## config.mk

```make
export PLATFORM = sky130hd
export DESIGN_NAME = ctl3w_port
export DESIGN_NICKNAME = d
export VERILOG_FILES = /design/src/rtl/ctl3w_pkg.sv /design/src/rtl/ctl3w_sync.sv /design/src/rtl/ctl3w_shifter.sv /design/src/rtl/ctl3w_regfile.sv /design/src/rtl/ctl3w_port.sv
export SDC_FILE = /design/constraint.sdc
export NUM_CORES = 1
export LEC_CHECK = 0
export ABC_AREA = 0
export BUFFER_PORTS_ARGS = -buffer_cell sky130_fd_sc_hd__buf_2
export CAP_MARGIN = 20
export CELL_PAD_IN_SITES_DETAIL_PLACEMENT = 1
export CELL_PAD_IN_SITES_GLOBAL_PLACEMENT = 1
export CORE_ASPECT_RATIO = 0.75
export CORE_MARGIN = 2
export CORE_UTILIZATION = 35
export DETAILED_ROUTE_END_ITERATION = 8
export PLACE_DENSITY = 0.7
export SLEW_MARGIN = 20
export SYNTH_ARGS = -nofsm -noshare
export SYNTH_HDL_FRONTEND = slang
export SYNTH_SLANG_ARGS = --single-unit
```

## constraint.sdc

```tcl
create_clock -name clk -period 3.4 [get_ports clk]
set_input_delay 0.51 -clock clk [delete_from_list [all_inputs] [get_ports clk]]
set_output_delay 0.51 -clock clk [all_outputs]
set_load 0.005 [all_outputs]
```

## src/rtl/ctl3w_pkg.sv

```systemverilog
package ctl3w_pkg;
    localparam int WORD_W   = 16;
    localparam int ADDR_LSB = 9;
    localparam int ADDR_W   = 3;
    localparam int DATA_W   = 9;
    localparam int ATT_W    = 8;

    localparam logic [ADDR_W-1:0] ADR_ATT_L = 3'd0;
    localparam logic [ADDR_W-1:0] ADR_ATT_R = 3'd1;
    localparam logic [ADDR_W-1:0] ADR_CTLA  = 3'd2;
    localparam logic [ADDR_W-1:0] ADR_CTLB  = 3'd3;
    localparam logic [ADDR_W-1:0] ADR_DIFF  = 3'd6;

    typedef enum logic [1:0] {
        ST_IDLE   = 2'd0,
        ST_SHIFT  = 2'd1,
        ST_COMMIT = 2'd2
    } port_state_t;
endpackage

```

## src/rtl/ctl3w_sync.sv

```systemverilog
module ctl3w_sync #(
    parameter int          LINES  = 4,
    parameter int          STAGES = 2,
    parameter logic [LINES-1:0] RST_VAL = '0
) (
    input  logic             clk,
    input  logic             rst_n,
    input  logic [LINES-1:0] d_i,
    output logic [LINES-1:0] q_o
);
    generate
        for (genvar g = 0; g < LINES; g++) begin : g_line
            logic [STAGES-1:0] chain_q;
            always_ff @(posedge clk or negedge rst_n) begin
                if (!rst_n) chain_q <= {STAGES{RST_VAL[g]}};
                else        chain_q <= {chain_q[STAGES-2:0], d_i[g]};
            end
            assign q_o[g] = chain_q[STAGES-1];
        end
    endgenerate
endmodule

```

## src/rtl/ctl3w_shifter.sv

```systemverilog
module ctl3w_shifter
    import ctl3w_pkg::*;
#(
    parameter int W = WORD_W
) (
    input  logic         clk,
    input  logic         rst_n,
    input  logic         csn_s,
    input  logic         sck_s,
    input  logic         sdi_s,
    input  logic         latch_s,
    output logic         wr_en_o,
    output logic [W-1:0] word_o
);
    port_state_t state_q, state_d;
    logic         sck_prev_q, latch_prev_q;
    logic [W-1:0] shreg_q;
    logic         sck_rise, latch_rise, sel;

    assign sel        = !csn_s;
    assign sck_rise   = sck_s && !sck_prev_q;
    assign latch_rise = latch_s && !latch_prev_q;

    always_ff @(posedge clk or negedge rst_n) begin
        if (!rst_n) begin
            sck_prev_q   <= 1'b0;
            latch_prev_q <= 1'b0;
            shreg_q      <= '0;
        end else begin
            sck_prev_q   <= sck_s;
            latch_prev_q <= latch_s;
            if (sel && sck_rise) shreg_q <= {shreg_q[W-2:0], sdi_s};
        end
    end

    always_comb begin
        state_d = state_q;
        unique case (state_q)
            ST_IDLE: begin
                if (sel && latch_rise)    state_d = ST_COMMIT;
                else if (sel && sck_rise) state_d = ST_SHIFT;
            end
            ST_SHIFT: begin
                if (!sel)                 state_d = ST_IDLE;
                else if (latch_rise)      state_d = ST_COMMIT;
            end
            ST_COMMIT:                    state_d = ST_IDLE;
            default:                      state_d = ST_IDLE;
        endcase
    end

    always_ff @(posedge clk or negedge rst_n) begin
        if (!rst_n) state_q <= ST_IDLE;
        else        state_q <= state_d;
    end

    always_comb begin
        wr_en_o = (state_q == ST_COMMIT);
        word_o  = shreg_q;
    end

    assert_shift_in_R1: assert property (@(posedge clk) disable iff (!rst_n)
        (sel && sck_rise) |=> (shreg_q[0] == $past(sdi_s)));
    assert_no_commit_unselected_R2: assert property (@(posedge clk) disable iff (!rst_n)
        (!sel && latch_rise) |=> !wr_en_o);
    assert_commit_single_R1: assert property (@(posedge clk) disable iff (!rst_n)
        wr_en_o |=> !wr_en_o);
endmodule

```

## src/rtl/ctl3w_regfile.sv

```systemverilog
module ctl3w_regfile
    import ctl3w_pkg::*;
(
    input  logic              clk,
    input  logic              rst_n,
    input  logic              wr_en_i,
    input  logic [WORD_W-1:0] word_i,
    output logic [ATT_W-1:0]  att_l_o,
    output logic [ATT_W-1:0]  att_r_o,
    output logic [DATA_W-1:0] ctla_o,
    output logic [DATA_W-1:0] ctlb_o,
    output logic [2:0]        diff_o
);
    localparam int ATT_LOAD = ATT_W;
    localparam logic [3:0] UNLOCK_KEY = 4'hF;

    logic [ADDR_W-1:0] adr;
    logic [DATA_W-1:0] dat;
    logic [ATT_W-1:0]  stage_l_q, stage_r_q, stage_l_d, stage_r_d;
    logic [ATT_W-1:0]  app_l_q, app_r_q;
    logic [DATA_W-1:0] ctla_q, ctlb_q;
    logic [2:0]        diff_q;
    logic              unlocked;

    assign adr      = word_i[ADDR_LSB +: ADDR_W];
    assign dat      = word_i[DATA_W-1:0];
    assign unlocked = (ctla_q[8:5] == UNLOCK_KEY);

    always_comb begin
        stage_l_d = stage_l_q;
        stage_r_d = stage_r_q;
        if (wr_en_i && adr == ADR_ATT_L) stage_l_d = dat[ATT_W-1:0];
        if (wr_en_i && adr == ADR_ATT_R) stage_r_d = dat[ATT_W-1:0];
    end

    always_ff @(posedge clk or negedge rst_n) begin
        if (!rst_n) begin
            stage_l_q <= '1;
            stage_r_q <= '1;
            app_l_q   <= '1;
            app_r_q   <= '1;
            ctla_q    <= '0;
            ctlb_q    <= '0;
            diff_q    <= '0;
        end else begin
            stage_l_q <= stage_l_d;
            stage_r_q <= stage_r_d;
            if (wr_en_i && (adr == ADR_ATT_L || adr == ADR_ATT_R) && dat[ATT_LOAD]) begin
                app_l_q <= stage_l_d;
                app_r_q <= stage_r_d;
            end
            if (wr_en_i && adr == ADR_CTLA) ctla_q <= dat;
            if (wr_en_i && adr == ADR_CTLB) ctlb_q <= dat;
            if (wr_en_i && adr == ADR_DIFF && unlocked) diff_q <= dat[6:4];
        end
    end

    assign att_l_o = app_l_q;
    assign att_r_o = app_r_q;
    assign ctla_o  = ctla_q;
    assign ctlb_o  = ctlb_q;
    assign diff_o  = diff_q;

    assert_staged_hold_R4: assert property (@(posedge clk) disable iff (!rst_n)
        (wr_en_i && (adr == ADR_ATT_L || adr == ADR_ATT_R) && !dat[ATT_LOAD])
        |=> ($stable(att_l_o) && $stable(att_r_o)));
    assert_load_left_R5: assert property (@(posedge clk) disable iff (!rst_n)
        (wr_en_i && adr == ADR_ATT_L && dat[ATT_LOAD]) |=> (att_l_o == $past(word_i[ATT_W-1:0])));
    assert_load_right_R5: assert property (@(posedge clk) disable iff (!rst_n)
        (wr_en_i && adr == ADR_ATT_R && dat[ATT_LOAD]) |=> (att_r_o == $past(word_i[ATT_W-1:0])));
    assert_locked_diff_R8: assert property (@(posedge clk) disable iff (!rst_n)
        (wr_en_i && ctla_o[8:5] != 4'hF) |=> $stable(diff_o));
    assert_quiet_R2: assert property (@(posedge clk) disable iff (!rst_n)
        !wr_en_i |=> ($stable(ctla_o) && $stable(ctlb_o) && $stable(att_l_o) && $stable(att_r_o)));
endmodule

```

## src/rtl/ctl3w_port.sv

```systemverilog
module ctl3w_port
    import ctl3w_pkg::*;
#(
    parameter int SYNC_STAGES = 2
) (
    input  logic       clk,
    input  logic       rst_n,
    input  logic       ctl_csn,
    input  logic       ctl_sck,
    input  logic       ctl_sdi,
    input  logic       ctl_latch,
    output logic [7:0] att_l,
    output logic [7:0] att_r,
    output logic       mute,
    output logic       deemph_en,
    output logic       dac_off,
    output logic [1:0] word_len,
    output logic       fmt_i2s,
    output logic       lr_swap,
    output logic       att_common,
    output logic       slow_roll,
    output logic       phase_inv,
    output logic       clkout_div2,
    output logic [1:0] deemph_rate,
    output logic       zero_det_en,
    output logic [1:0] diff_mode,
    output logic       clkloss_off
);
    localparam int LINES = 4;

    logic [LINES-1:0]  raw, synced;
    logic              wr_en;
    logic [WORD_W-1:0] word;
    logic [DATA_W-1:0] ctla, ctlb;
    logic [2:0]        diffr;

    assign raw = {ctl_latch, ctl_sdi, ctl_sck, ctl_csn};

    ctl3w_sync #(.LINES(LINES), .STAGES(SYNC_STAGES), .RST_VAL(4'b0001)) u_sync (
        .clk(clk), .rst_n(rst_n), .d_i(raw), .q_o(synced)
    );

    ctl3w_shifter #(.W(WORD_W)) u_shift (
        .clk(clk), .rst_n(rst_n),
        .csn_s(synced[0]), .sck_s(synced[1]), .sdi_s(synced[2]), .latch_s(synced[3]),
        .wr_en_o(wr_en), .word_o(word)
    );

    ctl3w_regfile u_regs (
        .clk(clk), .rst_n(rst_n), .wr_en_i(wr_en), .word_i(word),
        .att_l_o(att_l), .att_r_o(att_r), .ctla_o(ctla), .ctlb_o(ctlb), .diff_o(diffr)
    );

    assign mute        = ctla[0];
    assign deemph_en   = ctla[1];
    assign dac_off     = ctla[2];
    assign word_len    = ctla[4:3];
    assign fmt_i2s     = ctlb[0];
    assign lr_swap     = ctlb[1];
    assign att_common  = ctlb[2];
    assign slow_roll   = ctlb[3];
    assign phase_inv   = ctlb[4];
    assign clkout_div2 = ctlb[5];
    assign deemph_rate = ctlb[7:6];
    assign zero_det_en = ctlb[8];
    assign diff_mode   = diffr[1:0];
    assign clkloss_off = diffr[2];
endmodule

```

[After elaboration in Yosys (flattened, before gate mapping)]
Cells that the tools add are included.
Storage, ports and cells
  register bits: 77
  latch bits: 0
  bits in writable memories: 0
  memory bits (read-only): 0
  bits of input ports: 6
  output and inout port bits: 33
  word-level logic and storage cells: 50
  memories kept: 0
Cells by class
  add/subtract/negate cells: 0
  multiply operators: 0
  divide/modulo/power cells: 0
  magnitude comparators: 0
  equality and inequality tests: 9
  shift-type cells: 0
  mux-type cells: 7
  bitwise logic cells: 0
  reductions and logical operators: 19
Operator list (count)
  $mux W8: 2
  $logic_and A1 B1 Y1: 12
  $mux W2: 4
  $eq A3 B2 Y1 const B: 2
  $eq A4 B4 Y1 const B: 1
  $pmux W2 S2: 1
  $eq A3 B1 Y1 const B: 1
  $eq A3 B3 Y1 const B: 1
  $logic_not A1 Y1: 3
  $logic_not A3 Y1: 1
  $ne A3 B1 Y1 const B: 1
  $ne A3 B2 Y1 const B: 1
  $eq A2 B1 Y1 const B: 1
  $eq A2 B2 Y1 const B: 1
  $logic_not A2 Y1: 1
  $reduce_and A2 Y1: 1
  $logic_or A1 B1 Y1: 1

[Depth between registers and ports, before layout]
  word-level depth: 6
  gate-level depth with buffers: 4

[Hierarchy]
From an unflattened synthesis, not the netlist that was laid out.
Second synthesis, totals
  cell total of the unflattened synthesis: 210
  area, all modules: 3208.1 um^2
Modules (own cells, without submodules)
  ctl3w_regfile: times used 1, cells an instance 154, area an instance 2223.4 um^2, seq. area each 1366.3 um^2
  ctl3w_shifter: times used 1, cells an instance 44, area an instance 752.0 um^2, seq. area each 500.5 um^2
  ctl3w_sync: times used 1, cells an instance 12, area an instance 232.7 um^2, seq. area each 202.7 um^2

[Least setup slack after synthesis]
OpenSTA, ideal clock, no wires.
  path type: reg2reg
  start: register u_shift.shreg_q[11], in the netlist u_shift.word_o[11]
  end: register u_regs.stage_l_q[0]
  arrival: 1.397 ns
  required time: 3.318 ns
  setup slack: 1.921 ns
  stages on the path, launching flop included: 4
  buffers on the path: 0
  cells stage by stage: dfrtp_1 -> nor3b_4 -> nor3b_4 -> mux2_2
Between the ends
  longest elaborated chain between the ends: 3
Ends and longest elaborated chain
  from (decl): RTL line ctl3w_shifter.sv:17  | logic [W-1:0] shreg_q;
  from (signal assigned): RTL line ctl3w_shifter.sv:32  | if (sel && sck_rise) shreg_q <= {shreg_q[W-2:0], sdi_s};
  $logic_not A3 Y1: RTL line ctl3w_regfile.sv:32  | if (wr_en_i && adr == ADR_ATT_L) stage_l_d = dat[ATT_W-1:0];
  $logic_and A1 B1 Y1: RTL line ctl3w_regfile.sv:32
  $mux W8: RTL line ctl3w_regfile.sv:32
  named net u_regs.stage_l_d[0]: RTL line ctl3w_regfile.sv:19  | logic [ATT_W-1:0] stage_l_q, stage_r_q, stage_l_d, stage_r_d;
  to (signal assigned): RTL line ctl3w_regfile.sv:46  | stage_l_q <= stage_l_d;
  to (decl): RTL line ctl3w_regfile.sv:19
The timed path passes the listed nets, and every way through them passes these cells.
A chain may end at the register's enable or synchronous reset.

[Final worst setup path]
  start: register u_shift.shreg_q[9], in the netlist u_shift.word_o[9]
  end: register u_regs.ctlb_q[3], in the netlist u_regs.ctlb_o[3]
Between the ends
  longest elaborated chain between the ends: 2
Ends and longest elaborated chain
  $eq A3 B2 Y1: RTL line ctl3w_regfile.sv:53  | if (wr_en_i && adr == ADR_CTLB) ctlb_q <= dat;
  $logic_and A1 B1 Y1: RTL line ctl3w_regfile.sv:53
  to (signal assigned): RTL line ctl3w_regfile.sv:53
  to (decl): RTL line ctl3w_regfile.sv:21  | logic [DATA_W-1:0] ctla_q, ctlb_q;
Every way passes these cells.

==> flow_summary.yaml <==
run_status:
  status: "finished, final reports clean"
global_route:
  grt_usage: 0.132
  grt_pass1_wl_um: 9610
  grt_pass1_vias: 1815
  grt_max_degree: 78
  grt_use_met1: 0.173
  grtUsageMet2: 0.210
  antenna_found_initial: 0
  gr-total-overflow: 0
  met3_usage: 0.0464
  top_usage_layer: "met2"
critical_path:
  critical_path_class: "flip-flop to flip-flop"
  timing.rr.end: "u_regs.ctlb_o[3]"
  r2r_slack_ns: 1.31
  worstPathRequired_ns: 3.61
  critPathLaunchType: "flip-flop"
  critPathMaxFanout: 23
  worst_r2r_startpoint: "u_shift.word_o[9]"
  critPathLaunch: "u_shift.word_o[9]"
  critPathArrivalTime_ns: 2.30
  r2r_cells: 2
  end_kind: "flip-flop"
  cp-endpoint: "u_regs.ctlb_o[3]"
worst_hold_path:
  hp-class: "input pin to flip-flop"
clock_network:
  path_clk_slew_ns: 0.06
  tritoncts: "yes"
  cts_hold_buffers: 0
  cts.sinks: 77
  htreeDepth: 3
  clock_path_buffers: 2
  cts.repair.resized: 0
  cts_root_buf: "clkbuf_16"
  cts_buffers: 9
  worstSkewPairLatency_ns: 0.33
  post_cts_buffers: 0
timing:
  finalClockSkew_ns: 0.00496
  finalWorstSetupSlack_ns: 1.31
  hold_viol_final: 0
  tightest_slew_ns: 0.981
  slew_viol_final: 0
  maxSlewHeadroom: 0.346
  layout_min_cycle_time_ns: 2.09
  clock.fmax_ghz: 0.478
  setup_violations: 0
  period_share: 0.615
  rsz0062_at_grt: "no"
  final.setup.tns_ns: 0
synthesis:
  synth_warnings: 0
  netlist.area_leader.share: 0.352
  synth-seq-area-share: 0.644
  synth.distinct_cells: 19
  synth-edff-count: 0
  synth_area_per_cell_um2: 16.8
  synth.top_cells.by_count: "mux2_2, dfrtp_1, dfstp_2"
  async_reset_ff_frac: 1.00
  yosysMostFrequentCell: "mux2_2"
  syn_nets: 188
  ys_ff_latch: 77
  synth.largest_area_cell: "dfrtp_1"
  syn_inst: 182
  syn_area_mm2: 0.00306
  ys.flop_type: "dfrtp_1"
  netlist_top_cells_area: "dfrtp_1, mux2_2, dfstp_2"
route:
  wire_per_inst_um: 17.0
  wl_um: 5720
  vias: 1617
  ant_nets: 0
  drc: 0
  drt_iter0_drc: 25
  drt_first_pass_iters: 3
  viasPerCell: 4.80
place:
  io_buffers: 38
  dp_slack_ns: 1.31
  placed_area_mm2: 0.00335
  gp_congestion: 0.684
  dp_hpwl_um: 3580
power_and_ir_drop:
  p_leak_nw: 1.75
  p_comb_frac: 0.091
  p_sw_frac: 0.238
  seq_power_share: 0.494
  powerDensity_mw_per_mm2: 667
  p_int_w: 0.00187
  p_clk_frac: 0.415
  ir_drop_mv: 0.327
  power_switching_w: 0.000582
floorplan:
  die_h_um: 85.0
  row_count: 29
  start_util: 0.362
  ios: 39
  core_mm2: 0.00845
  chipWidth_um: 112
  die_area_mm2: 0.00951
finish:
  fill_cells: 853
  nNetsFinal: 230
  fin_util: 0.435
  fin_area_mm2: 0.00367
  drive_above_1_share: 0.755
  area_growth_pct: 20.1
  n_antenna_cell: 0
job:
  drv_cap: 0
-- final cells by class --
class                   count  area (µm²)  area share
flip-flops and latches     77        1970       0.536
multi-input cells          96        1040       0.283
clock buffers              10         239      0.0651
repair buffers             39         200      0.0545
well taps                 108         135      0.0368
clock inverters             6        86.3      0.0235
inverters                   1        3.75     0.00102
-- worst min path at each step --
stage	start	endpoint	slack, ns	depth (start not counted)
after floorplan	rst_n	u_regs.ctla_o[0]	0.21	0
after global placement	u_sync.g_line[3].chain_q[0]	u_sync.g_line[3].chain_q[1]	0.33	0
after detailed placement	u_sync.g_line[3].chain_q[0]	u_sync.g_line[3].chain_q[1]	0.34	0
after CTS	ctl_csn	u_sync.g_line[0].chain_q[0]	0.27	1
after global routing	ctl_csn	u_sync.g_line[0].chain_q[0]	0.27	1
final	ctl_csn	u_sync.g_line[0].chain_q[0]	0.28	1
-- cells in the final DEF (no fill, tap or decap) --
cell type	n
nor3_1	1
clkinvlp_4	1
nand3_1	1
nand3b_2	1
bufinv_16	2
buf_4	2
clkbuf_16	9
nor2b_1	1
clkinv_4	1
nand4bb_1	1
nor3b_1	2
clkinv_2	2
and3_1	1
buf_2	37
dfrtp_1	43
clkbuf_8	1
a21oi_1	1
nor4_1	1
nor3b_4	2
nand3b_1	2
nand2_1	1
mux2_2	81
dfstp_2	34
inv_1	1
-- metal layers --
metal / share of wire / vias to the layer above / wire [µm]
li1: - / 733 / -
met1: 0.48 / 848 / 2730
met2: 0.48 / 34 / 2730
met3: 0.042 / 2 / 240
met4: 0.0026 / 0 / 15
met5: 0 / - / 0
-- through the flow --
| stage | instances | power [W] | hold slack, ns |
|---|---|---|---|
| 2_1_floorplan | 182 | 0.00134 | 0.214 |
| 3_3_place_gp | 321 | 0.00144 | 0.333 |
| 3_5_place_dp | 321 | 0.00145 | 0.336 |
| 4_1_cts | 337 | 0.00249 | 0.272 |
| 5_1_grt | 337 | 0.00257 | 0.268 |
| 6_report | 337 | 0.00245 | 0.281 |
-- sequential cells by signal (all words and copies together), names as in the netlist --
signal and count:
u_shift.word_o 12, u_regs.ctla_o 9, u_regs.ctlb_o 9, u_regs.att_l_o 8, u_regs.att_r_o 8, u_regs.stage_l_q 8, u_regs.stage_r_q 8, u_sync.g_line.chain_q 8
u_regs.diff_o 3, u_shift.state_q 2, u_shift.latch_prev_q 1, u_shift.sck_prev_q 1
-- critical path: stages, from the launching register on --
cell     delay (ns)
dfrtp_1        0.99
and3_1         0.59
mux2_2         0.40
-- power groups by stage --
| stage | logic (W) | registers (W) | clock network [W] |
|---|---|---|---|
| floorplan | 0.000185 | 0.00115 | 0 |
| global placement | 0.000222 | 0.00121 | 0 |
| detailed placement | 0.000227 | 0.00123 | 0 |
| CTS | 0.000230 | 0.00122 | 0.00105 |
| global route | 0.000245 | 0.00124 | 0.00108 |
| finish | 0.000223 | 0.00121 | 0.00102 |
-- cells by family (layout without fill, tap and decap cells) --
logic type | after synthesis | in the layout | share of synthesized area
flops | 77 | 77 | 0.644
simple gates | 14 | 14 | 0.0401
compound gates | 1 | 1 | 0.00164
mux | 81 | 81 | 0.298
buf+inv | 9 | 56 | 0.0160
(Power assumes the default switching activity.)
